==> src/rtl/iows_pkg.sv <==
package iows_pkg;
  localparam int FIELD_W = 3;
  localparam int CNT_W   = FIELD_W + 1;

  // Wait states for one region field: N, or 2N+1 in odd mode.
  function automatic logic [CNT_W-1:0] iows_wait(input logic odd_mode,
                                                 input logic [FIELD_W-1:0] n);
    return odd_mode ? {n, 1'b1} : {1'b0, n};
  endfunction
endpackage

==> src/rtl/iows_cfg.sv <==
module iows_cfg
  import iows_pkg::*;
#(
  parameter int NREG = 4
) (
  input  logic                    clk,
  input  logic                    rst_n,
  input  logic                    load,
  input  logic                    mode_in,
  input  logic [NREG*FIELD_W-1:0] waits_in,
  output logic                    mode_q,
  output logic [NREG*FIELD_W-1:0] waits_q
);
  always_ff @(posedge clk) begin
    if (!rst_n)     mode_q <= 1'b0;
    else if (load)  mode_q <= mode_in;
  end

  for (genvar g = 0; g < NREG; g++) begin : g_field
    always_ff @(posedge clk) begin
      if (!rst_n)     waits_q[g*FIELD_W +: FIELD_W] <= '1;
      else if (load)  waits_q[g*FIELD_W +: FIELD_W] <= waits_in[g*FIELD_W +: FIELD_W];
    end
  end
endmodule

==> src/rtl/iows_region.sv <==
module iows_region
  import iows_pkg::*;
#(
  parameter int ADDR_W = 11,
  parameter int NREG   = 4
) (
  input  logic                    clk,
  input  logic                    rst_n,
  input  logic [ADDR_W-1:0]       addr,
  input  logic                    mode,
  input  logic [NREG*FIELD_W-1:0] waits,
  output logic [CNT_W-1:0]        wait_cnt
);
  localparam int SEL_W = $clog2(NREG);

  logic [SEL_W-1:0] region;
  logic [CNT_W-1:0] per_region [NREG];

  assign region = addr[ADDR_W-1 -: SEL_W];

  for (genvar g = 0; g < NREG; g++) begin : g_wait
    assign per_region[g] = iows_wait(mode, waits[g*FIELD_W +: FIELD_W]);
  end

  assign wait_cnt = per_region[region];

  AST_NORMAL_RANGE: assert property (@(posedge clk) disable iff (!rst_n)
    !mode |-> wait_cnt <= CNT_W'(7));
  AST_ODD_WAITS: assert property (@(posedge clk) disable iff (!rst_n)
    mode |-> wait_cnt[0]);
endmodule

==> src/rtl/iows_seq.sv <==
module iows_seq
  import iows_pkg::*;
(
  input  logic             clk,
  input  logic             rst_n,
  input  logic             req_valid,
  input  logic [CNT_W-1:0] wait_cnt,
  output logic             accept,
  output logic             busy,
  output logic             last
);
  logic [CNT_W-1:0] remain;

  assign last   = busy && (remain == '0);
  assign accept = req_valid && (!busy || last);

  always_ff @(posedge clk) begin
    if (!rst_n) begin
      busy   <= 1'b0;
      remain <= '0;
    end else if (accept) begin
      busy   <= 1'b1;
      remain <= wait_cnt;
    end else if (last) begin
      busy   <= 1'b0;
    end else if (busy) begin
      remain <= remain - {{(CNT_W-1){1'b0}}, 1'b1};
    end
  end

  AST_DROP_WHILE_BUSY: assert property (@(posedge clk) disable iff (!rst_n)
    busy && !last |=> busy);
endmodule

==> src/rtl/iows_gen.sv <==
module iows_gen
  import iows_pkg::*;
#(
  parameter int ADDR_W = 11,
  parameter int EXT_W  = 14,
  parameter int DATA_W = 16,
  parameter int NREG   = 4
) (
  input  logic                    clk,
  input  logic                    rst_n,
  input  logic                    cfg_load,
  input  logic                    cfg_mode,
  input  logic [NREG*FIELD_W-1:0] cfg_waits,
  input  logic                    req_valid,
  input  logic                    req_write,
  input  logic [ADDR_W-1:0]       req_addr,
  input  logic [DATA_W-1:0]       req_wdata,
  output logic [EXT_W-1:0]        io_addr,
  output logic                    io_rd,
  output logic                    io_wr,
  output logic [DATA_W-1:0]       io_wdata,
  input  logic [DATA_W-1:0]       io_rdata,
  output logic [DATA_W-1:0]       core_rdata,
  output logic                    core_ready
);
  localparam int PAD_W = EXT_W - ADDR_W;

  logic                    mode_q;
  logic [NREG*FIELD_W-1:0] waits_q;
  logic [CNT_W-1:0]        wait_cnt;
  logic                    accept, busy, last;
  logic [ADDR_W-1:0]       addr_q;
  logic [DATA_W-1:0]       wdata_q, rdata_q;
  logic                    write_q;
  logic                    read_done;

  iows_cfg #(.NREG(NREG)) u_cfg (
    .clk(clk), .rst_n(rst_n), .load(cfg_load), .mode_in(cfg_mode),
    .waits_in(cfg_waits), .mode_q(mode_q), .waits_q(waits_q)
  );

  iows_region #(.ADDR_W(ADDR_W), .NREG(NREG)) u_region (
    .clk(clk), .rst_n(rst_n), .addr(req_addr), .mode(mode_q),
    .waits(waits_q), .wait_cnt(wait_cnt)
  );

  iows_seq u_seq (
    .clk(clk), .rst_n(rst_n), .req_valid(req_valid), .wait_cnt(wait_cnt),
    .accept(accept), .busy(busy), .last(last)
  );

  always_ff @(posedge clk) begin
    if (!rst_n) begin
      addr_q  <= '0;
      wdata_q <= '0;
      write_q <= 1'b0;
    end else if (accept) begin
      addr_q  <= req_addr;
      wdata_q <= req_wdata;
      write_q <= req_write;
    end
  end

  assign read_done = last && !write_q;

  always_ff @(posedge clk) begin
    if (!rst_n)         rdata_q <= '0;
    else if (read_done) rdata_q <= io_rdata;
  end

  assign io_addr    = {{PAD_W{1'b0}}, addr_q};
  assign io_rd      = busy && !write_q;
  assign io_wr      = busy && write_q;
  assign io_wdata   = wdata_q;
  assign core_ready = last;
  assign core_rdata = read_done ? io_rdata : rdata_q;

  AST_ONE_STROBE: assert property (@(posedge clk) disable iff (!rst_n)
    !(io_rd && io_wr));
  AST_READY_IN_STROBE: assert property (@(posedge clk) disable iff (!rst_n)
    core_ready |-> (io_rd || io_wr));
  AST_ADDR_HELD: assert property (@(posedge clk) disable iff (!rst_n)
    (io_rd || io_wr) && !core_ready |=> $stable(io_addr) && (io_rd || io_wr));
  AST_WDATA_HELD: assert property (@(posedge clk) disable iff (!rst_n)
    io_wr && !core_ready |=> $stable(io_wdata) && io_wr);
  AST_RDATA_HOLD: assert property (@(posedge clk) disable iff (!rst_n)
    !core_ready |-> $stable(core_rdata));
endmodule

==> config.mk <==
export PLATFORM = sky130hd
export DESIGN_NAME = iows_gen
export DESIGN_NICKNAME = d
export VERILOG_FILES = /design/src/rtl/iows_pkg.sv /design/src/rtl/iows_cfg.sv /design/src/rtl/iows_region.sv /design/src/rtl/iows_seq.sv /design/src/rtl/iows_gen.sv
export SDC_FILE = /design/constraint.sdc
export NUM_CORES = 1
export LEC_CHECK = 0
export ABC_AREA = 1
export BUFFER_PORTS_ARGS = -buffer_cell sky130_fd_sc_hd__buf_4
export CORE_UTILIZATION = 48
export DETAILED_ROUTE_END_ITERATION = 7
export PLACE_DENSITY = 0.78
export SLEW_MARGIN = 30
export SYNTH_ARGS = -nofsm -noshare
export SYNTH_HDL_FRONTEND = slang
export SYNTH_SLANG_ARGS = --single-unit
==> constraint.sdc <==
create_clock -name clk -period 1.8 [get_ports clk]
set_input_delay 0.36 -clock clk [delete_from_list [all_inputs] [get_ports clk]]
set_output_delay 0.36 -clock clk [all_outputs]
set_load 0.03 [all_outputs]
# Yosys cells after proc, flatten, opt, wreduce, memory -nomap -nowiden
# Cells that the tools add are included.
[word_totals] register_bits=62 latch_bits=0 ramBits=0 rom_bits=0 input_bits=61 out_inout_bits=49 word_cells=40 memories=0
[op_classes] addsub=1 n_mul=0 div_mod_pow=0 magnitude_cmp=1 eq_ne=1 shift=0 muxes=13 n_bitwise=1 n_reduce_logical=12
[op_table] op="2-to-1 mux 4 bit" n=9
[op_table] op="2-to-1 mux 16 bit" n=1
[op_table] op="binary-select mux 4 bit (select 2 bit)" n=1
[op_table] op="logical AND 1 bit" n=5
[op_table] op="zero test 4 bit" n=1
[op_table] op="nonzero test 2 bit" n=2
[op_table] op="subtractor 4 x 1 -> 4 bit, second input constant" n=1
[op_table] op="greater-or-equal comparator 3 bit, second input constant" n=1
[op_table] op="NOT 2 -> 3 bit" n=1
[op_table] op="zero test 1 bit" n=2
[op_table] op="2-to-1 mux 1 bit" n=2
[op_table] op="inequality test 2 bit, second input constant" n=1
[op_table] op="AND reduction 2 bit" n=1
[op_table] op="logical OR 1 bit" n=1

# Depth between registers and ports, before layout
[depth] ltp_word=6 depth_mapped=11 mapped_depth_nobuf=11

# Cells and area by module
# Synthesis repeated with hierarchy kept, for this count alone.
[hier_totals] cells_unflattened=430 area_unflattened_um2=2997.9
[modules_own_cells] mod="iows_gen" instances=1 cells_per_inst=265 area_each_um2=1930.6 seq_area_each_um2=880.8
[modules_own_cells] mod="iows_cfg" instances=1 cells_per_inst=58 area_each_um2=456.7 seq_area_each_um2=260.2
[modules_own_cells] mod="iows_seq" instances=1 cells_per_inst=51 area_each_um2=345.3 seq_area_each_um2=100.1
[modules_own_cells] mod="iows_region" instances=1 cells_per_inst=56 area_each_um2=265.3 seq_area_each_um2=0.0

# Worst setup path after synthesis
# OpenSTA, ideal clock, no wires.
[synth_path] path_type="register to output" from="register u_seq.busy" to="output core_rdata[11]" arrival_ns=1.333 t_required_ns=1.440 path_slack_ns=0.107 path_stages_with_launch=8 path_buffers=1 cell_sequence="dfxtp_1 -> inv_2 -> nor2_4 -> nand3_4 -> buf_6 -> nand2_2 -> o21ai_2 -> inv_1"
[synth_between] elab_chain_cells=3
[synth_lines] element="start: declaration" line="iows_seq.sv:9" source="output logic busy,"
[synth_lines] element="start signal: assignment" line="iows_seq.sv:19" source="busy <= 1'b0;"
[synth_lines] element="start signal: assignment" line="iows_seq.sv:22" source="busy <= 1'b1;"
[synth_lines] element="start signal: assignment" line="iows_seq.sv:25" source="busy <= 1'b0;"
[synth_lines] element="logical AND 1 bit" line="iows_seq.sv:14" source="assign last = busy && (remain == '0);"
[synth_lines] element="logical AND 1 bit" line="iows_gen.sv:64" source="assign read_done = last && !write_q;"
[synth_lines] element="2-to-1 mux 16 bit"
[synth_lines] element="end: declaration" line="iows_gen.sv:23" source="output logic [DATA_W-1:0] core_rdata,"
# Every way passes these cells.

# Worst setup path in the final report
[layout_path] from="register u_seq.remain[0]" to="output core_rdata[5]"
[layout_between] elab_chain_cells=4
[layout_lines] element="start: declaration" line="iows_seq.sv:12" source="logic [CNT_W-1:0] remain;"
[layout_lines] element="start signal: assignment" line="iows_seq.sv:23" source="remain <= wait_cnt;"
[layout_lines] element="start signal: assignment" line="iows_seq.sv:27" source="remain <= remain - {{(CNT_W-1){1'b0}}, 1'b1};"
[layout_lines] element="zero test 4 bit" line="iows_seq.sv:14"
[layout_lines] element="logical AND 1 bit" line="iows_seq.sv:14"
[layout_lines] element="logical AND 1 bit" line="iows_gen.sv:64"
[layout_lines] element="2-to-1 mux 16 bit"
# Every way passes these cells.

==> qor.tcl <==
set qor(ys_warn_count) 0
set qor(netlist_area_um2) 2720
set qor(detail_route.iter0.violations) 99
set qor(power_density_nw_per_um2) 1030
set qor(dpl_cell_area_um2) 3560
set qor(ioPinCount) 110
set qor(worst_path_largest_cell_delay_ns) 0.33
set qor(static-leakage-power_nw) 2.02
set qor(dr_total_vias) 2596
set qor(cts_tree) {done}
set qor(floorplan.rows) 27
set qor(ant_nets) 0
set qor(drcViolationCount) 0
set qor(clock_sink_count) 62
set qor(first_global_vias) 2350
set qor(synthDominantCellAreaShare_pct) 45.7
set qor(finalClockSkew_ns) 0.00733
set qor(buffer_ports.inserted) 106
set qor(setup_slack_ns) -0.106
set qor(final_gp_congestion) 0.786
set qor(worst-setup-path-type) {reg -> out}
set qor(timing.final.max_slew_violations) 0
set qor(global_route.peak_usage_layer) {met2}
set qor(total_detailed_routing_wirelength_um) 6260
set qor(status) {finished, violations left}
set qor(yosysSeqAreaShare_pct) 45.7
set qor(grt_pass1_wl_um) 10100
set qor(failed_checks) {negative setup slack}
set qor(flow.area_growth_from_synthesis_pct) 40.8
set qor(clk-insertion-delay-late_ns) 0.34
set qor(synth_cell_types) 25
set qor(yosys-top-cells-count) {73 x sky130_fd_sc_hd__nor2_1, 62 x sky130_fd_sc_hd__dfxtp_1, 56 x sky130_fd_sc_hd__nand2_1}
set qor(num-nets-final) 540
set qor(grt_util_met3_pct) 4.17
set qor(effective_utilization_at_floorplan_pct) 49.6
set qor(crit_path_cell_trace) {inv_2, ha_4, nand3_4, buf_16, o21ai_2, inv_1, buf_4}
set qor(post_synth_main_area_contributors) {sky130_fd_sc_hd__dfxtp_1 46%, sky130_fd_sc_hd__nor2_1 10%, sky130_fd_sc_hd__nand2_1 7.7%, sky130_fd_sc_hd__inv_1 7.1%, sky130_fd_sc_hd__o21ai_2 5.5%}
set qor(ir_worst_vdd_mv) 0.541
set qor(period_needed_ns) 1.91
set qor(hold_viol) 0
set qor(clock_path_buffers) 2
set qor(crit_required_ns) 1.44
set qor(cp-end-kind) {primary output}
set qor(detail_route.vias_per_cell) 4.68
set qor(number_of_synthesized_register_bits) 62
set qor(synth.avg_cell_area_um2) 7.38
set qor(setup-violations-final) 16
set qor(place_ws_ns) 0.156
set qor(postSynth.asyncResetShare_pct) 0
set qor(dp.final_hpwl_um) 4280
set qor(die-area_um2) 5960
set qor(post-synth-top-count-cell) {sky130_fd_sc_hd__nor2_1}
set qor(use_met2_pct) 36.5
set qor(clk_pin_slew_worst_setup_hold_paths_ns) 0.07
set qor(worst-path-max-fanout) 11
set qor(grt_start_max_net_pins) 27
set qor(worst_setup_path_start_kind) {flop}
set qor(chipWidth_um) 77.2
set qor(clock.fmax_mhz) 525
set qor(gr-usage-all-layers_pct) 21.3
set qor(antenna_cells_inserted) 0
set qor(core_um2) 5470
set qor(synth-edff-count) 0
set qor(rsz0062_at_grt) {true}
set qor(worstReg2RegStart) {u_seq.remain[0]}
set qor(period_share_pct) 106
set qor(drt_first_pass_iters) 7
set qor(ctsHtreeMaxLevel) 3
set qor(grt_antenna_before_repair) 0
set qor(global_route.overflow_total) 0
set qor(design_area_um2) 3820
set qor(use_met1_pct) 24.6
set qor(post_drt_wl_per_cell_um) 11.3
set qor(synth_top_cell_by_area) {sky130_fd_sc_hd__dfxtp_1}
set qor(cts_hold_buf) 0
set qor(max-cap-violations) 0
set qor(post_synth_inst_count) 368
set qor(min-delay-start) {cfg_waits[5]}
set qor(clk_root_buffer_cell) {sky130_fd_sc_hd__clkbuf_8}
set qor(cts_inserted_buffers) 9
set qor(arrival_ns) 1.55
set qor(crit_start) {u_seq.remain[0]}
set qor(die_extent_in_y_um) 77.2
set qor(ys_dominant_reg_cell) {sky130_fd_sc_hd__dfxtp_1}
set qor(crit_path_top_delay_cell) {sky130_fd_sc_hd__dfxtp_2}
set qor(final_layout_size_suffix_gt1_share_pct) 34.8
set qor(holdCritPathClass) {in -> reg}
==> power breakdown <==
part	switching [mW]	internal [mW]	leakage (nW)
Combinational	0.754	0.525	1.42
Clock	0.535	0.530	0.0861
Sequential	0.0652	1.51	0.514
Total	1.35	2.57	2.02
==> layout by cell type, fill, tap and decap left out, types with 2 or more instances in the layout <==
cell                       synthesis  layout
sky130_fd_sc_hd__inv_2             1       4
sky130_fd_sc_hd__o21ai_0          25      25
sky130_fd_sc_hd__buf_4             5     104
sky130_fd_sc_hd__conb_1            1       3
sky130_fd_sc_hd__nor2_4            2       2
sky130_fd_sc_hd__nand2_2           6       6
sky130_fd_sc_hd__o21ai_1          10      10
sky130_fd_sc_hd__dfxtp_1          62      60
sky130_fd_sc_hd__a21oi_1          10      10
sky130_fd_sc_hd__clkbuf_1          8       2
sky130_fd_sc_hd__buf_6             5      10
sky130_fd_sc_hd__inv_1            51      48
sky130_fd_sc_hd__o21ai_2          17      16
sky130_fd_sc_hd__nor2_1           73      72
sky130_fd_sc_hd__nand2_1          56      56
sky130_fd_sc_hd__buf_12            0       2
sky130_fd_sc_hd__clkbuf_8          0      10
sky130_fd_sc_hd__nand3_1          27      27
sky130_fd_sc_hd__dfxtp_2           0       2
sky130_fd_sc_hd__clkinv_2          0       3
==> timing repair <==
item                                    4_1_cts  5_1_grt
buffers inserted                              0        1
resized for setup                            16        4
pin swaps                                     1        1
endpoints found under the setup margin       17       17
cloned                                        1        0
==> cell families (layout without fill, tap and decap cells) <==
kind of cell             after synthesis  after routing  synth area share, %
AO/OA/AOI/OAI                         63             63                 14.4
adder cells (fa/ha/maj)                1              1                0.461
buffers and inverters                 73            186                 12.6
flip-flops                            62             62                 45.7
other                                  1              3                0.138
AND/OR/NAND/NOR                      168            168                 26.7
==> metrics by stage <==
step	total power [mW]	util, %	hold WS, ns	instances	TNS (ns)
5_1_grt	4.13	69.8	0.241	555	-2.48
4_1_cts	3.93	69.5	0.221	554	-1.57
2_1_floorplan	2.40	-	0.429	370	0
6_report	3.92	69.8	0.223	555	-1.40
3_5_place_dp	2.81	65.0	0.444	537	0
3_3_place_gp	2.78	65.0	0.442	537	0
==> per-layer routing <==
layer	share of wire (%)	vias up
li1	-	1352
met1	43	1164
met2	51	65
met3	4.2	15
met4	2.3	0
met5	0	-
==> registers in the layout, summed over array words and instances (netlist names) <==
register and count:
rdata_q 16, write_q 1, u_seq.remain 4, u_cfg.waits_q 12, io_wdata 16, u_seq.busy 1
u_cfg.mode_q 1, addr_q 11
==> final cells by class <==
cell class | count | area, µm²
Inverter | 53 | 199
Tap cell | 72 | 90.1
Timing Repair Buffer | 117 | 961
Multi-Input combinational cell | 235 | 1160
Fill cell | 488 | 1650
Sequential cell | 62 | 1240
Clock inverter | 4 | 22.5
Clock buffer | 12 | 145
==> critical path: cells and delay by family (launching register included) <==
family,cells,cell delay (ns)
and+or+nand+nor,1,0.12
DFF,1,0.33
buffers and inverters,4,0.47
AOI/OAI and AO/OA,1,0.14
adders and majority gates,1,0.15
==> path summary, 6_finish.rpt <==
kind                           end  slack, ns  cells past startpoint
setup / recovery     core_rdata[5]      -0.11                      7
hold / removal    u_cfg.waits_q[5]       0.22                      3
hold reg to reg   u_cfg.waits_q[5]       0.46                      2
setup reg to reg       io_wdata[4]       0.29                      9
Note: power is estimated with default switching activity, not from simulation.
